[config.mk]
export PLATFORM = sky130hd
export DESIGN_NAME = aal1_hdr_gen
export DESIGN_NICKNAME = d
export VERILOG_FILES = /design/src/rtl/aal1_hdr_pkg.sv /design/src/rtl/aal1_seq_ctr.sv /design/src/rtl/aal1_ts_store.sv /design/src/rtl/aal1_hdr_pack.sv /design/src/rtl/aal1_hdr_gen.sv
export SDC_FILE = /design/constraint.sdc
export NUM_CORES = 1
export LEC_CHECK = 0
export ABC_AREA = 1
export BUFFER_PORTS_ARGS = -buffer_cell sky130_fd_sc_hd__buf_2
export CAP_MARGIN = 10
export CORE_UTILIZATION = 45
export DETAILED_ROUTE_END_ITERATION = 8
export PLACE_DENSITY = 0.69
export SYNTH_ARGS = -nofsm -noshare
export SYNTH_HDL_FRONTEND = slang
export SYNTH_SLANG_ARGS = --single-unit
[constraint.sdc]
create_clock -name clk -period 2.51 [get_ports clk]
set_input_delay 0.251 -clock clk [delete_from_list [all_inputs] [get_ports clk]]
set_output_delay 0.251 -clock clk [all_outputs]
set_load 0.01 [all_outputs]
[src/rtl/aal1_hdr_pkg.sv]
package aal1_hdr_pkg;

   localparam int SN_W   = 3;
   localparam int CRC_W  = 3;
   localparam int HDR_W  = 8;
   localparam int TS_W   = 4;
   localparam logic [CRC_W:0] CRC_POLY = 4'b1011;   // x^3 + x + 1

   typedef struct packed {
      logic             ind;
      logic [SN_W-1:0]  sn;
      logic [CRC_W-1:0] crc;
      logic             par;
   } hdr_t;

   // Long division of {data, zeros} by the generator.
   function automatic logic [CRC_W-1:0] crc3_div(input logic [SN_W:0] data);
      logic [SN_W+CRC_W:0] w;
      w = {data, {CRC_W{1'b0}}};
      for (int i = SN_W + CRC_W; i >= CRC_W; i--) begin
         if (w[i]) w[i -: CRC_W+1] = w[i -: CRC_W+1] ^ CRC_POLY;
      end
      return w[CRC_W-1:0];
   endfunction

endpackage

[src/rtl/aal1_seq_ctr.sv]
module aal1_seq_ctr #(
   parameter int W = 3
) (
   input  logic         clk,
   input  logic         rst_n,
   input  logic         step,
   output logic [W-1:0] count
);
   localparam logic [W-1:0] ONE = W'(1);

   logic [W-1:0] cnt_q;

   always_ff @(posedge clk) begin
      if (!rst_n)    cnt_q <= '0;
      else if (step) cnt_q <= cnt_q + ONE;   // natural wrap at 2**W
   end

   assign count = cnt_q;

   // one step per header, modulo 2**W
   a_r3_seq_step : assert property (@(posedge clk) disable iff (!rst_n)
      step |=> cnt_q == $past(cnt_q) + ONE);

   // count holds without a request
   a_r2_seq_hold : assert property (@(posedge clk) disable iff (!rst_n)
      !step |=> $stable(cnt_q));

endmodule

[src/rtl/aal1_ts_store.sv]
module aal1_ts_store #(
   parameter int SN_W = 3,
   parameter int TS_W = 4
) (
   input  logic            clk,
   input  logic            rst_n,
   input  logic            en,
   input  logic            req,
   input  logic [SN_W-1:0] sn,
   input  logic [TS_W-1:0] ts_code,
   input  logic            ts_valid,
   output logic            ts_take,
   output logic            ind_bit,
   output logic            underrun
);
   localparam int SLOTS = 2 ** SN_W;

   logic [TS_W-1:0] code_q;
   logic [TS_W-1:0] slot_hit;
   logic            cycle_start;

   assign cycle_start = req && (sn == '0) && en;
   assign ts_take     = cycle_start && ts_valid;
   assign underrun    = cycle_start && !ts_valid;

   always_ff @(posedge clk) begin
      if (!rst_n)       code_q <= '0;
      else if (ts_take) code_q <= ts_code;
   end

   // Odd slot 2k+1 carries stamp bit TS_W-1-k (first odd slot gets the MSB).
   for (genvar k = 0; k < TS_W; k++) begin : g_slot
      localparam logic [SN_W-1:0] ODD_SN = SN_W'(2 * k + 1);
      assign slot_hit[k] = (sn == ODD_SN) && code_q[TS_W-1-k];
   end

   assign ind_bit = en && (|slot_hit);

   if (2 * TS_W != SLOTS) begin : g_bad_ts
      $error("aal1_ts_store: stamp width must be half the cycle length");
   end

   // stored stamp changes only at a cycle start
   a_r8_code_hold : assert property (@(posedge clk) disable iff (!rst_n)
      !cycle_start |=> $stable(code_q));

   // even slots never carry a stamp bit
   a_r6_even_zero : assert property (@(posedge clk) disable iff (!rst_n)
      !sn[0] |-> !ind_bit);

   // disabled channel is silent
   a_r5_off_quiet : assert property (@(posedge clk) disable iff (!rst_n)
      !en |-> !ind_bit && !ts_take && !underrun);

   // take and underrun are exclusive
   a_r9_take_xor_under : assert property (@(posedge clk) disable iff (!rst_n)
      !(ts_take && underrun));

endmodule

[src/rtl/aal1_hdr_pack.sv]
module aal1_hdr_pack
   import aal1_hdr_pkg::*;
#(
   parameter int CRC_STYLE = 0   // 0: division loop, 1: flat XOR equations
) (
   input  logic             clk,
   input  logic             rst_n,
   input  logic             req,
   input  logic             ind_bit,
   input  logic [SN_W-1:0]  sn,
   input  logic             und_in,
   output logic             hdr_valid,
   output logic [HDR_W-1:0] hdr_byte,
   output logic             hdr_underrun
);
   logic [SN_W:0]    crc_in;
   logic [CRC_W-1:0] crc;
   hdr_t             hdr_d;

   assign crc_in = {ind_bit, sn};

   if (CRC_STYLE == 0) begin : g_crc_div
      assign crc = crc3_div(crc_in);
   end else if (CRC_STYLE == 1) begin : g_crc_xor
      // x^3=x+1, x^4=x^2+x, x^5=x^2+x+1, x^6=x^2+1
      assign crc[0] = crc_in[0] ^ crc_in[2] ^ crc_in[3];
      assign crc[1] = crc_in[0] ^ crc_in[1] ^ crc_in[2];
      assign crc[2] = crc_in[1] ^ crc_in[2] ^ crc_in[3];
   end else begin : g_bad_style
      $error("aal1_hdr_pack: CRC_STYLE must be 0 or 1");
   end

   always_comb begin
      hdr_d.ind = ind_bit;
      hdr_d.sn  = sn;
      hdr_d.crc = crc;
      hdr_d.par = ^{ind_bit, sn, crc};
   end

   always_ff @(posedge clk) begin
      if (!rst_n) begin
         hdr_valid    <= 1'b0;
         hdr_byte     <= '0;
         hdr_underrun <= 1'b0;
      end else begin
         hdr_valid    <= req;
         hdr_underrun <= req && und_in;
         if (req) hdr_byte <= hdr_d;
      end
   end

   // complete byte has even weight
   a_r4_even_parity : assert property (@(posedge clk) disable iff (!rst_n)
      hdr_valid |-> (^hdr_byte) == 1'b0);

   // header follows request by one edge
   a_r2_valid_follows : assert property (@(posedge clk) disable iff (!rst_n)
      req |=> hdr_valid);

   a_r2_no_spurious : assert property (@(posedge clk) disable iff (!rst_n)
      !req |=> !hdr_valid);

endmodule

[src/rtl/aal1_hdr_gen.sv]
module aal1_hdr_gen
   import aal1_hdr_pkg::*;
#(
   parameter int CRC_STYLE = 0
) (
   input  logic             clk,
   input  logic             rst_n,
   input  logic             srts_en,
   input  logic [TS_W-1:0]  ts_code,
   input  logic             ts_valid,
   output logic             ts_take,
   input  logic             hdr_req,
   output logic             hdr_valid,
   output logic [HDR_W-1:0] hdr_byte,
   output logic             hdr_underrun
);
   logic [SN_W-1:0] sn;
   logic            ind_bit;
   logic            und_now;

   if (HDR_W != 1 + SN_W + CRC_W + 1) begin : g_bad_hdr
      $error("aal1_hdr_gen: header fields do not fill the byte");
   end

   aal1_seq_ctr #(.W(SN_W)) u_seq (
      .clk   (clk),
      .rst_n (rst_n),
      .step  (hdr_req),
      .count (sn)
   );

   aal1_ts_store #(.SN_W(SN_W), .TS_W(TS_W)) u_ts (
      .clk      (clk),
      .rst_n    (rst_n),
      .en       (srts_en),
      .req      (hdr_req),
      .sn       (sn),
      .ts_code  (ts_code),
      .ts_valid (ts_valid),
      .ts_take  (ts_take),
      .ind_bit  (ind_bit),
      .underrun (und_now)
   );

   aal1_hdr_pack #(.CRC_STYLE(CRC_STYLE)) u_pack (
      .clk          (clk),
      .rst_n        (rst_n),
      .req          (hdr_req),
      .ind_bit      (ind_bit),
      .sn           (sn),
      .und_in       (und_now),
      .hdr_valid    (hdr_valid),
      .hdr_byte     (hdr_byte),
      .hdr_underrun (hdr_underrun)
   );

   // underrun only flags a cycle-start header
   a_r9_under_on_zero : assert property (@(posedge clk) disable iff (!rst_n)
      hdr_underrun |-> hdr_valid && (hdr_byte[6:4] == 3'd0));

   // a stamp is consumed only on a cycle-start request
   a_r8_take_on_req : assert property (@(posedge clk) disable iff (!rst_n)
      ts_take |-> hdr_req && ts_valid && srts_en);

endmodule

==> results of run 1 <==
## registers in the layout (all words and copies together), names as in the netlist
name / flops
u_ts.code_q: 4
u_pack.hdr_byte: 8
u_seq.count: 3
u_pack.hdr_valid: 1
u_pack.hdr_underrun: 1
## worst max-delay path: stages (launching register included)
cell and delay (ns):
sky130_fd_sc_hd__dfxtp_1 0.47, sky130_fd_sc_hd__inv_1 0.18, sky130_fd_sc_hd__ha_1 0.25, sky130_fd_sc_hd__nand4_2 0.17, sky130_fd_sc_hd__inv_2 0.06, sky130_fd_sc_hd__buf_2 0.14
## cells by family (layout without fill, tap and decap cells)
logic type / after synthesis / in the layout
adders and majority gates: 5 / 5
and+or+nand+nor: 33 / 33
xor gates and xnor gates: 5 / 5
DFF: 17 / 17
buffers and inverters: 14 / 35
AOI/OAI and AO/OA: 21 / 21
## power by group through the flow
stage               Sequential (µW)  Combinational, µW  Clock (µW)
finish                          298               86.0         146
floorplan                       308               51.2           0
global route                    301               97.3         164
CTS                             298               86.5         147
detailed placement              305               85.3           0
global placement                304               83.9           0
## metal layers
layer  up-vias  share of wire  global-route usage
met5         -              0                   0
met4         0          0.018              0.0938
met3         5          0.051              0.0383
met2        21           0.46               0.315
met1       292           0.47               0.220
li1        351              -                   -
## cell type report
class	count	area (µm²)
Clock buffer	4	26.3
Fill cell	133	658
Timing Repair Buffer	19	95.1
Sequential cell	17	340
Inverter	12	45.0
Multi-Input combinational cell	64	374
Tap cell	16	20.0
## Yosys cell counts (all sizes together)
| master | count |
|---|---|
| nand2 | 18 |
| dfxtp | 17 |
| inv | 12 |
| a21oi | 11 |
| o21ai | 10 |
| nand3 | 8 |
| ha | 5 |
| nor2 | 4 |
| xor2 | 3 |
| nor3 | 2 |
| xnor2 | 2 |
| buf | 1 |
| clkbuf | 1 |
| nand4 | 1 |
## placed cells by master, fill, tap and decap left out, drive strengths merged, types with 3 or more instances in the layout
cell type,synthesis,routed
clkbuf,1,4
inv,12,12
nand2,18,18
ha,5,5
buf,1,19
o21ai,10,10
dfxtp,17,17
xor2,3,3
nand3,8,8
nor2,4,4
a21oi,11,11
## stage by stage
stage                     power (µW)  setup WS (ns)   util  cells  instance area, µm²
after floorplan                  359           1.12      -     95                 768
after global placement           388           1.03  0.561    128                 875
after detailed placement         390          0.974  0.561    128                 875
after CTS                        532          0.720  0.578    132                 901
after global routing             562          0.557  0.578    132                 901
final                            530          0.719  0.578    132                 901
## path summary, 6_finish.rpt
path,start,end,slack (ns),cells after the start
worst max-delay path,u_seq.count[1]$_SDFFE_PN0P_,ts_take,0.72,5
worst min register to register,u_ts.code_q[3]$_SDFFE_PN0P_,u_ts.code_q[3]$_SDFFE_PN0P_,0.46,2
worst min-delay path,ts_valid,u_pack.hdr_underrun$_SDFF_PN0_,0.14,2
worst max register to register,u_seq.count[1]$_SDFFE_PN0P_,u_pack.hdr_byte[1]$_SDFFE_PN0P_,0.94,9
==> impl_metrics.yaml, run 1 <==
status:
  status: "complete, no violations"
global_routing:
  tot_gr_track_use: 0.186
  grt_start_max_net_pins: 16
  global_route.overflow_total: 0
  antenna_found_initial: 0
  first_global_vias: 609
  grt_first_pass_wirelength_mm: 2.55
power_and_ir_drop:
  power_frac_clock: 0.275
  power.switching_uw: 148
  power_density_nw_per_um2: 588
  seq_power_share: 0.563
  vdd_ir_drop_max_uv: 352
  p_leak_uw: 0.000459
  swShare: 0.279
  cellInternalPower_uw: 382
  pwr-share-comb: 0.162
critical_path:
  worst_ep_required_time_ns: 2.26
  peak_fanout_along_the_critical_path: 7
  critPathCaptureType: "primary output"
  worst-endpoint-arrival_ns: 1.54
  setup.worst_path.class: "flip-flop to primary output"
  timing.critical_path.from_type: "flip-flop"
routing:
  vias_per_cell: 5.07
  iteration_0_drc_count_of_the_detailed_router: 14
  route.vias.total: 669
  drtAntennaViolNets: 0
  drc: 0
  totalWireLength_mm: 1.47
  drt_pass_1_iters: 4
  drt-wirelength-per-cell_um: 11.1
yosys:
  yosys.area_share.adder: 0.0814
  synthDistinctLibCells: 20
  synth_xor_xnor_area_share: 0.0570
  synth_area_um2: 768
  postSynthAreaPerCell_um2: 8.09
  synthesis.instances: 95
  synth.yosys.seq_area_share: 0.443
  compound_gate_fraction_of_synth_area: 0.137
  synth-seq-cells: 17
  synth_area_leaders: "sky130_fd_sc_hd__dfxtp_1, sky130_fd_sc_hd__ha_1, sky130_fd_sc_hd__nand2_1, sky130_fd_sc_hd__a21oi_1, sky130_fd_sc_hd__o21ai_0"
  synth.top_cell.area_share: 0.443
  synth_top_family_by_area: "simple AND/OR/NAND/NOR gates"
  synthMuxAreaShare: 0
  post_synthesis_share_of_cell_area_spent_on_and_or_nand_and_nor_gates: 0.212
  netlist.top_cell.by_area: "sky130_fd_sc_hd__dfxtp_1"
  synth.net_count: 109
  yosys_warnings: 0
sta:
  fin_setup_tns_ns: 0
  rsz_0062_raised_after_global_routing: "no"
  fin_crit_ns: 1.79
  timing.fmax_mhz: 558
  number_of_hold_violations_in_the_final_report: 0
  timing.max_slew.rel_slack: 0.783
  max_slew_violation_count: 0
  setup_viol: 0
  layout_worst_path_cycle_share: 0.714
  worst_pin_slew_ns: 0.325
  whs_ns: 0.140
  finClkSkew_ns: 0.00445
cts:
  cts.root.buffer_cell: "sky130_fd_sc_hd__clkbuf_4"
  tritoncts: "built"
  cts_hold_repair.buffers: 0
  clk_latency_ns: 0.29
  clock-sinks: 17
  ctsLongestPathBuffers: 2
  cts_resized: 0
  clkSlewWorstSetupHoldPaths_ns: 0.09
  cts-buffers-inserted: 3
  post-cts-setup-buffer-count: 0
  deepest_level_of_the_cts_h_tree: 1
min_path:
  min-delay-path-class: "primary input to flip-flop"
die:
  io_pins: 20
  floorplan.die_area_um2: 1880
  rows: 14
  design.core.area_um2: 1560
  die_w_um: 43.3
  chipHeight_um: 43.3
  start_util: 0.493
placement:
  place.port_buffers: 19
  place_congestion: 0.857
  hpwl_after_detailed_placement_mm: 1.06
cells_and_area:
  drive_gt1_frac: 0.259
  finalNetCount: 131
  antenna-diode-count: 0
  syn2layout_area_growth_pct: 17.3
run:
  drv.max_cap_violation_count: 0
(Power assumes the default switching activity.)
==> run 2: changes to the inputs <==
Clock period 2.51 ns to 1.85 ns, I/O delays scaled along.
==> run 2 against run 1 <==
  * Sequential power up 36%
  * Combinational power up 40%
  * Setup slack worse by 0.55 ns
  * Utilization up 0.080 points
  * Non-clock buffer count unchanged
  * Global-route usage up 0.10 points
  * Total power up 37%
  * Final area up 0.14%
  * Cell count unchanged
  * First-iteration DRC count up 79%
==> impl_metrics.yaml, run 2 (synthesis results as in run 1) <==
sta:
  max_slew_violation_count: 0
  layout_worst_path_cycle_share: 0.911
  setup_viol: 0
  number_of_hold_violations_in_the_final_report: 0
  worst_pin_slew_ns: 0.311
  fin_setup_tns_ns: 0
  timing.max_slew.rel_slack: 0.791
  finClkSkew_ns: 0.00194
  rsz_0062_raised_after_global_routing: "no"
  timing.fmax_mhz: 594
  fin_crit_ns: 1.68
placement:
  hpwl_after_detailed_placement_mm: 1.09
  dpl.cell_count: 128
  place.port_buffers: 19
  place_congestion: 0.850
routing:
  drtAntennaViolNets: 0
  vias_per_cell: 5.09
  drt_pass_1_iters: 7
  drt-wirelength-per-cell_um: 11.8
  totalWireLength_mm: 1.56
  drc: 0
  route.vias.total: 672
  iteration_0_drc_count_of_the_detailed_router: 25
critical_path:
  timing.reg2reg.setup_slack_ns: 0.26
  regToRegEndpoint: "u_pack.hdr_byte[3]$_SDFFE_PN0P_"
  cp_peak_stage_delay_ns: 0.49
  cp_buf_inv_count: 3
  r2r-start: "u_seq.count[0]$_SDFFE_PN0P_"
  timing.critical_path.max_delay_family: "flip-flops"
  worst-endpoint-arrival_ns: 1.50
  critical_path.cell_chain: "inv_1 -> ha_1 -> nand4_2 -> inv_2 -> buf_2"
  worst_ep_required_time_ns: 1.66
  worst-path-stages: 5
  cp_max_stage_cell: "sky130_fd_sc_hd__dfxtp_1"
  critPathCaptureType: "primary output"
  setup.worst_path.class: "flip-flop to primary output"
  timing.critical_path.from: "u_seq.count[0]$_SDFFE_PN0P_"
  timing.critical_path.to: "ts_take"
  peak_fanout_along_the_critical_path: 7
  r2r_cells: 9
  timing.critical_path.from_type: "flip-flop"
global_routing:
  global_route.overflow_total: 0
  antenna_found_initial: 0
  grt_start_max_net_pins: 16
  tot_gr_track_use: 0.187
  grt_first_pass_wirelength_mm: 2.55
  first_global_vias: 583
cts:
  clkSlewWorstSetupHoldPaths_ns: 0.10
  clk_latency_ns: 0.29
  cts.root.buffer_cell: "sky130_fd_sc_hd__clkbuf_4"
  cts_hold_repair.buffers: 0
  deepest_level_of_the_cts_h_tree: 1
  clock-sinks: 17
  ctsLongestPathBuffers: 2
  cts-buffers-inserted: 3
  tritoncts: "built"
die:
  design.core.area_um2: 1560
  io_pins: 20
  chipHeight_um: 43.3
  floorplan.die_area_um2: 1880
  rows: 14
  start_util: 0.493
  die_w_um: 43.3
cells_and_area:
  syn2layout_area_growth_pct: 17.4
  n_fill_cell: 153
  final-instance-count-excl-fill: 132
  register_name_with_the_most_flops: "u_pack.hdr_byte"
  largest_register_ffs: 8
  finalNetCount: 131
  most-common-layout-cells: "sky130_fd_sc_hd__buf_2, sky130_fd_sc_hd__dfxtp_1, sky130_fd_sc_hd__nand2_1, sky130_fd_sc_hd__a21oi_1, sky130_fd_sc_hd__o21ai_0"
  antenna-diode-count: 0
  commonest_non_fill_non_tap_cell_in_the_layout: "sky130_fd_sc_hd__buf_2"
  drive_gt1_frac: 0.276
power_and_ir_drop:
  p_leak_uw: 0.000462
  vdd_ir_drop_max_uv: 726
  power_density_nw_per_um2: 805
min_path:
  min-delay-path-class: "primary input to flip-flop"
  hp-start: "ts_valid"
run:
  drv.max_cap_violation_count: 0
status:
  status: "complete, no violations"
-- run 2: cell count changes in the layout (fill, tap and decap cells not counted), sizes merged --
cell,change
clkinv,+1
clkbuf,-1
-- run 2: metrics by stage --
step | utilization | hold WS [ns] | setup slack, ns | total power (µW) | cell area, µm²
6_report | 0.579 | 0.0638 | 0.165 | 727 | 902
5_1_grt | 0.579 | 0.0564 | 0.0489 | 763 | 902
4_1_cts | 0.579 | 0.0578 | 0.0975 | 730 | 902
3_5_place_dp | 0.561 | 0.379 | 0.326 | 531 | 875
3_3_place_gp | 0.561 | 0.376 | 0.348 | 527 | 875
2_1_floorplan | - | 0.262 | 0.460 | 488 | 768
-- run 2: area by class of cell --
type,count,area [µm²],area share
Timing Repair Buffer,19,95.1,0.105
Tap cell,16,20.0,0.0222
Clock buffer,3,22.5,0.0250
Inverter,12,45.0,0.0499
Multi-Input combinational cell,64,374,0.415
Clock inverter,1,5.00,0.00555
Sequential cell,17,340,0.377
-- run 2: how the worst min path moves through the flow --
stage / end / slack, ns / cells past startpoint
after global routing: u_pack.hdr_underrun$_SDFF_PN0_ / 0.06 / 2
after CTS: u_pack.hdr_underrun$_SDFF_PN0_ / 0.06 / 2
after detailed placement: u_pack.hdr_underrun$_SDFF_PN0_ / 0.38 / 2
final: u_pack.hdr_underrun$_SDFF_PN0_ / 0.06 / 2
after floorplan: u_pack.hdr_underrun$_SDFF_PN0_ / 0.26 / 1
after global placement: u_pack.hdr_underrun$_SDFF_PN0_ / 0.38 / 2
-- run 2: worst register-to-register path, cell delays in order (launching register included) --
cell and delay, ns:
sky130_fd_sc_hd__dfxtp_1 0.40, sky130_fd_sc_hd__ha_1 0.26, sky130_fd_sc_hd__ha_1 0.19, sky130_fd_sc_hd__nand2_1 0.06, sky130_fd_sc_hd__nand2_1 0.05, sky130_fd_sc_hd__inv_1 0.06
sky130_fd_sc_hd__nand2_2 0.08, sky130_fd_sc_hd__nand2_4 0.09, sky130_fd_sc_hd__xor2_1 0.21, sky130_fd_sc_hd__a21oi_1 0.09
-- run 2: where the power goes --
group | total (µW) | internal [µW] | switching (µW)
clock network | 201 | 80.5 | 120
logic | 120 | 47.6 | 72.3
registers | 406 | 388 | 17.7
-- run 2: what timing repair did --
action / 4_1_cts / 5_1_grt
setup endpoints to repair: 0 / 1
resized for setup: 0 / 1
setup buffers: 0 / 0
-- run 2: routing by layer --
layer	GRT usage	vias up	routed length, µm
li1	-	354	-
met1	0.210	301	677
met2	0.330	15	764
met3	0.0638	2	94
met4	0.0563	0	19
met5	0	-	0
==> run 3: changes to the inputs <==
Settings changed: CELL_PAD_IN_SITES_DETAIL_PLACEMENT from default to 0, CELL_PAD_IN_SITES_GLOBAL_PLACEMENT from default to 1, CORE_UTILIZATION 45 to 35, PLACE_DENSITY 0.69 to 0.74, SYNTH_HIERARCHICAL from default to 1.
==> run 3 against run 2 <==
  * Sequential share of layout area fell by 3.1 points
  * Sequential cell count is the same
  * Via count grew 15%
  * Sequential power down 1%
  * Largest cell class unchanged
  * Highest routed layer unchanged
==> impl_metrics.yaml, run 3 <==
die:
  start_util: 0.373
  io_pins: 20
  floorplan.die_area_um2: 2580
  design.core.area_um2: 2230
  rows: 17
  chipHeight_um: 50.8
  die_w_um: 50.8
cells_and_area:
  largest_register_ffs: 8
  drive_gt1_frac: 0.272
  antenna-diode-count: 0
  commonest_non_fill_non_tap_cell_in_the_layout: "sky130_fd_sc_hd__nand2_1"
  syn2layout_area_growth_pct: 18.6
  most-common-layout-cells: "sky130_fd_sc_hd__nand2_1, sky130_fd_sc_hd__nor2_1, sky130_fd_sc_hd__buf_2, sky130_fd_sc_hd__inv_1, sky130_fd_sc_hd__dfxtp_1"
  final_core_util: 0.442
  finalNetCount: 158
  n_fill_cell: 249
  register_name_with_the_most_flops: "u_pack/hdr_byte"
critical_path:
  r2r_cells: 12
  regToRegEndpoint: "u_pack/hdr_byte[2]$_SDFFE_PN0P_"
  timing.reg2reg.setup_slack_ns: 0.27
  critPathCaptureType: "flip-flop"
  worst-endpoint-arrival_ns: 1.77
  worst_ep_required_time_ns: 2.04
  timing.critical_path.mode_cell: "sky130_fd_sc_hd__nand3_1"
  critical_path.cell_chain: "inv_1 -> nand3_1 -> nand3_1 -> a21oi_1 -> buf_4 -> inv_2 -> nand2_2 -> nand3_2 -> nand3_1 -> nand2_1 -> inv_1 -> nor2_2"
  timing.critical_path.from_type: "flip-flop"
  peak_fanout_along_the_critical_path: 7
  cp_max_stage_cell: "sky130_fd_sc_hd__dfxtp_1"
  setup.worst_path.class: "flip-flop to flip-flop"
  r2r-start: "u_seq/count[2]$_SDFFE_PN0P_"
  cp_peak_stage_delay_ns: 0.47
yosys:
  synth_edf_count: 0
  most_numerous_cell_in_the_yosys_netlist: "sky130_fd_sc_hd__nand2_1"
  netlist.top_cell.by_area: "sky130_fd_sc_hd__dfxtp_1"
  synth_area_leaders: "sky130_fd_sc_hd__dfxtp_1, sky130_fd_sc_hd__nand2_1, sky130_fd_sc_hd__nor2_1, sky130_fd_sc_hd__inv_1, sky130_fd_sc_hd__nand3_1"
  synth.top_cell.area_share: 0.409
  synthDistinctLibCells: 16
  dominantRegCellSynth: "sky130_fd_sc_hd__dfxtp_1"
  synth_area_um2: 832
  synth.net_count: 134
  synth-async-reset-ratio: 0
  yosys_warnings: 6
  post_synth_most_frequent_cells: "sky130_fd_sc_hd__nand2_1, sky130_fd_sc_hd__nor2_1, sky130_fd_sc_hd__dfxtp_1, sky130_fd_sc_hd__inv_1, sky130_fd_sc_hd__nand3_1"
  synthesis.instances: 124
  synth-seq-cells: 17
  postSynthAreaPerCell_um2: 6.71
  synth.yosys.seq_area_share: 0.409
cts:
  clock-sinks: 17
  clk_latency_ns: 0.29
  cts.root.buffer_cell: "sky130_fd_sc_hd__clkbuf_4"
  cts_hold_repair.buffers: 0
  tritoncts: "built"
  post-cts-setup-buffer-count: 0
  ctsLongestPathBuffers: 2
  deepest_level_of_the_cts_h_tree: 1
  cts-buffers-inserted: 3
  clkSlewWorstSetupHoldPaths_ns: 0.10
  cts_resized: 0
status:
  status: "complete, no violations"
routing:
  route.vias.total: 775
  vias_per_cell: 4.43
  totalWireLength_mm: 1.62
  drt_pass_1_iters: 4
  drt-wirelength-per-cell_um: 9.26
  iteration_0_drc_count_of_the_detailed_router: 13
  drtAntennaViolNets: 0
  drc: 0
sta:
  rsz_0062_raised_after_global_routing: "no"
  fin_crit_ns: 1.58
  fin_setup_tns_ns: 0
  setup_viol: 0
  timing.fmax_mhz: 634
  timing.max_slew.rel_slack: 0.784
  worst_pin_slew_ns: 0.324
  layout_worst_path_cycle_share: 0.853
  number_of_hold_violations_in_the_final_report: 0
  max_slew_violation_count: 0
  finClkSkew_ns: 0.00424
global_routing:
  global_route.overflow_total: 0
  antenna_found_initial: 0
  grt_first_pass_wirelength_mm: 2.94
  first_global_vias: 728
  grt_start_max_net_pins: 19
  tot_gr_track_use: 0.153
run:
  drv.max_cap_violation_count: 0
placement:
  place.port_buffers: 19
  hpwl_after_detailed_placement_mm: 1.23
  place_congestion: 0.803
min_path:
  min-delay-path-class: "primary input to flip-flop"
  hp-start: "ts_code[1]"
  number_of_cells_on_the_worst_hold_path: 5
  timing.hold.worst_endpoint: "u_ts/code_q[1]$_SDFFE_PN0P_"
power_and_ir_drop:
  power_density_nw_per_um2: 720
  vdd_ir_drop_max_uv: 282
  p_leak_uw: 0.000509
## run 3: cells by family after synthesis
group | after synthesis | share of synthesized area
AND/OR/NAND/NOR | 71 | 0.389
buffers and inverters | 22 | 0.108
flip-flops | 17 | 0.409
AO/OA/AOI/OAI | 13 | 0.0782
adder cells (fa/ha/maj) | 1 | 0.0150
## run 3: worst max-delay path by stage
stage	start	end	slack [ns]	depth (start not counted)
floorplan	u_seq/count[1]$_SDFFE_PN0P_	u_pack/hdr_byte[2]$_SDFFE_PN0P_	0.28	11
global placement	u_seq/count[1]$_SDFFE_PN0P_	u_pack/hdr_byte[2]$_SDFFE_PN0P_	0.27	14
detailed placement	u_seq/count[1]$_SDFFE_PN0P_	u_pack/hdr_byte[2]$_SDFFE_PN0P_	0.24	12
CTS	u_seq/count[1]$_SDFFE_PN0P_	u_pack/hdr_byte[2]$_SDFFE_PN0P_	0.23	12
global route	u_seq/count[2]$_SDFFE_PN0P_	u_pack/hdr_byte[2]$_SDFFE_PN0P_	0.07	12
finish	u_seq/count[2]$_SDFFE_PN0P_	u_pack/hdr_byte[2]$_SDFFE_PN0P_	0.27	12
## run 3: per-layer routing
layer	share of wire	routed length, µm	up-vias	GRT usage
li1	-	-	424	-
met1	0.51	819	340	0.192
met2	0.46	742	9	0.244
met3	0.025	40	2	0.0273
met4	0.010	17	0	0.0833
met5	0	0	-	0
## run 3: cell type report
| cell class | instances | area [µm²] | area share |
|---|---|---|---|
| inverter | 21 | 78.8 | 0.0798 |
| clock inverter | 1 | 5.00 | 0.00507 |
| clock buffer | 3 | 22.5 | 0.0228 |
| tap | 28 | 35.0 | 0.0355 |
| sequential | 17 | 342 | 0.346 |
| timing repair buffer | 20 | 103 | 0.104 |
| multi-input combinational | 85 | 402 | 0.407 |
## run 3: where the power goes
part | total, µW | internal [µW] | switching [µW]
combinational | 112 | 43.4 | 68.6
clock | 197 | 80.2 | 117
sequential | 402 | 385 | 16.3
## run 3: metrics by stage
step	instances	instance area (µm²)	setup slack, ns	hold WS (ns)	total power (µW)
finish	175	987	0.272	0.206	711
global route	175	987	0.0678	0.209	759
CTS	175	986	0.225	0.197	722
detailed placement	171	958	0.243	0.456	524
global placement	171	958	0.274	0.446	523
floorplan	124	832	0.283	0.289	484
## run 3: critical path, delay by kind of cell, from the launching register on
family	cells	cell delay (ns)
buffers and inverters	4	0.37
flip-flops	1	0.47
AO/OA/AOI/OAI	1	0.13
AND/OR/NAND/NOR	7	0.51
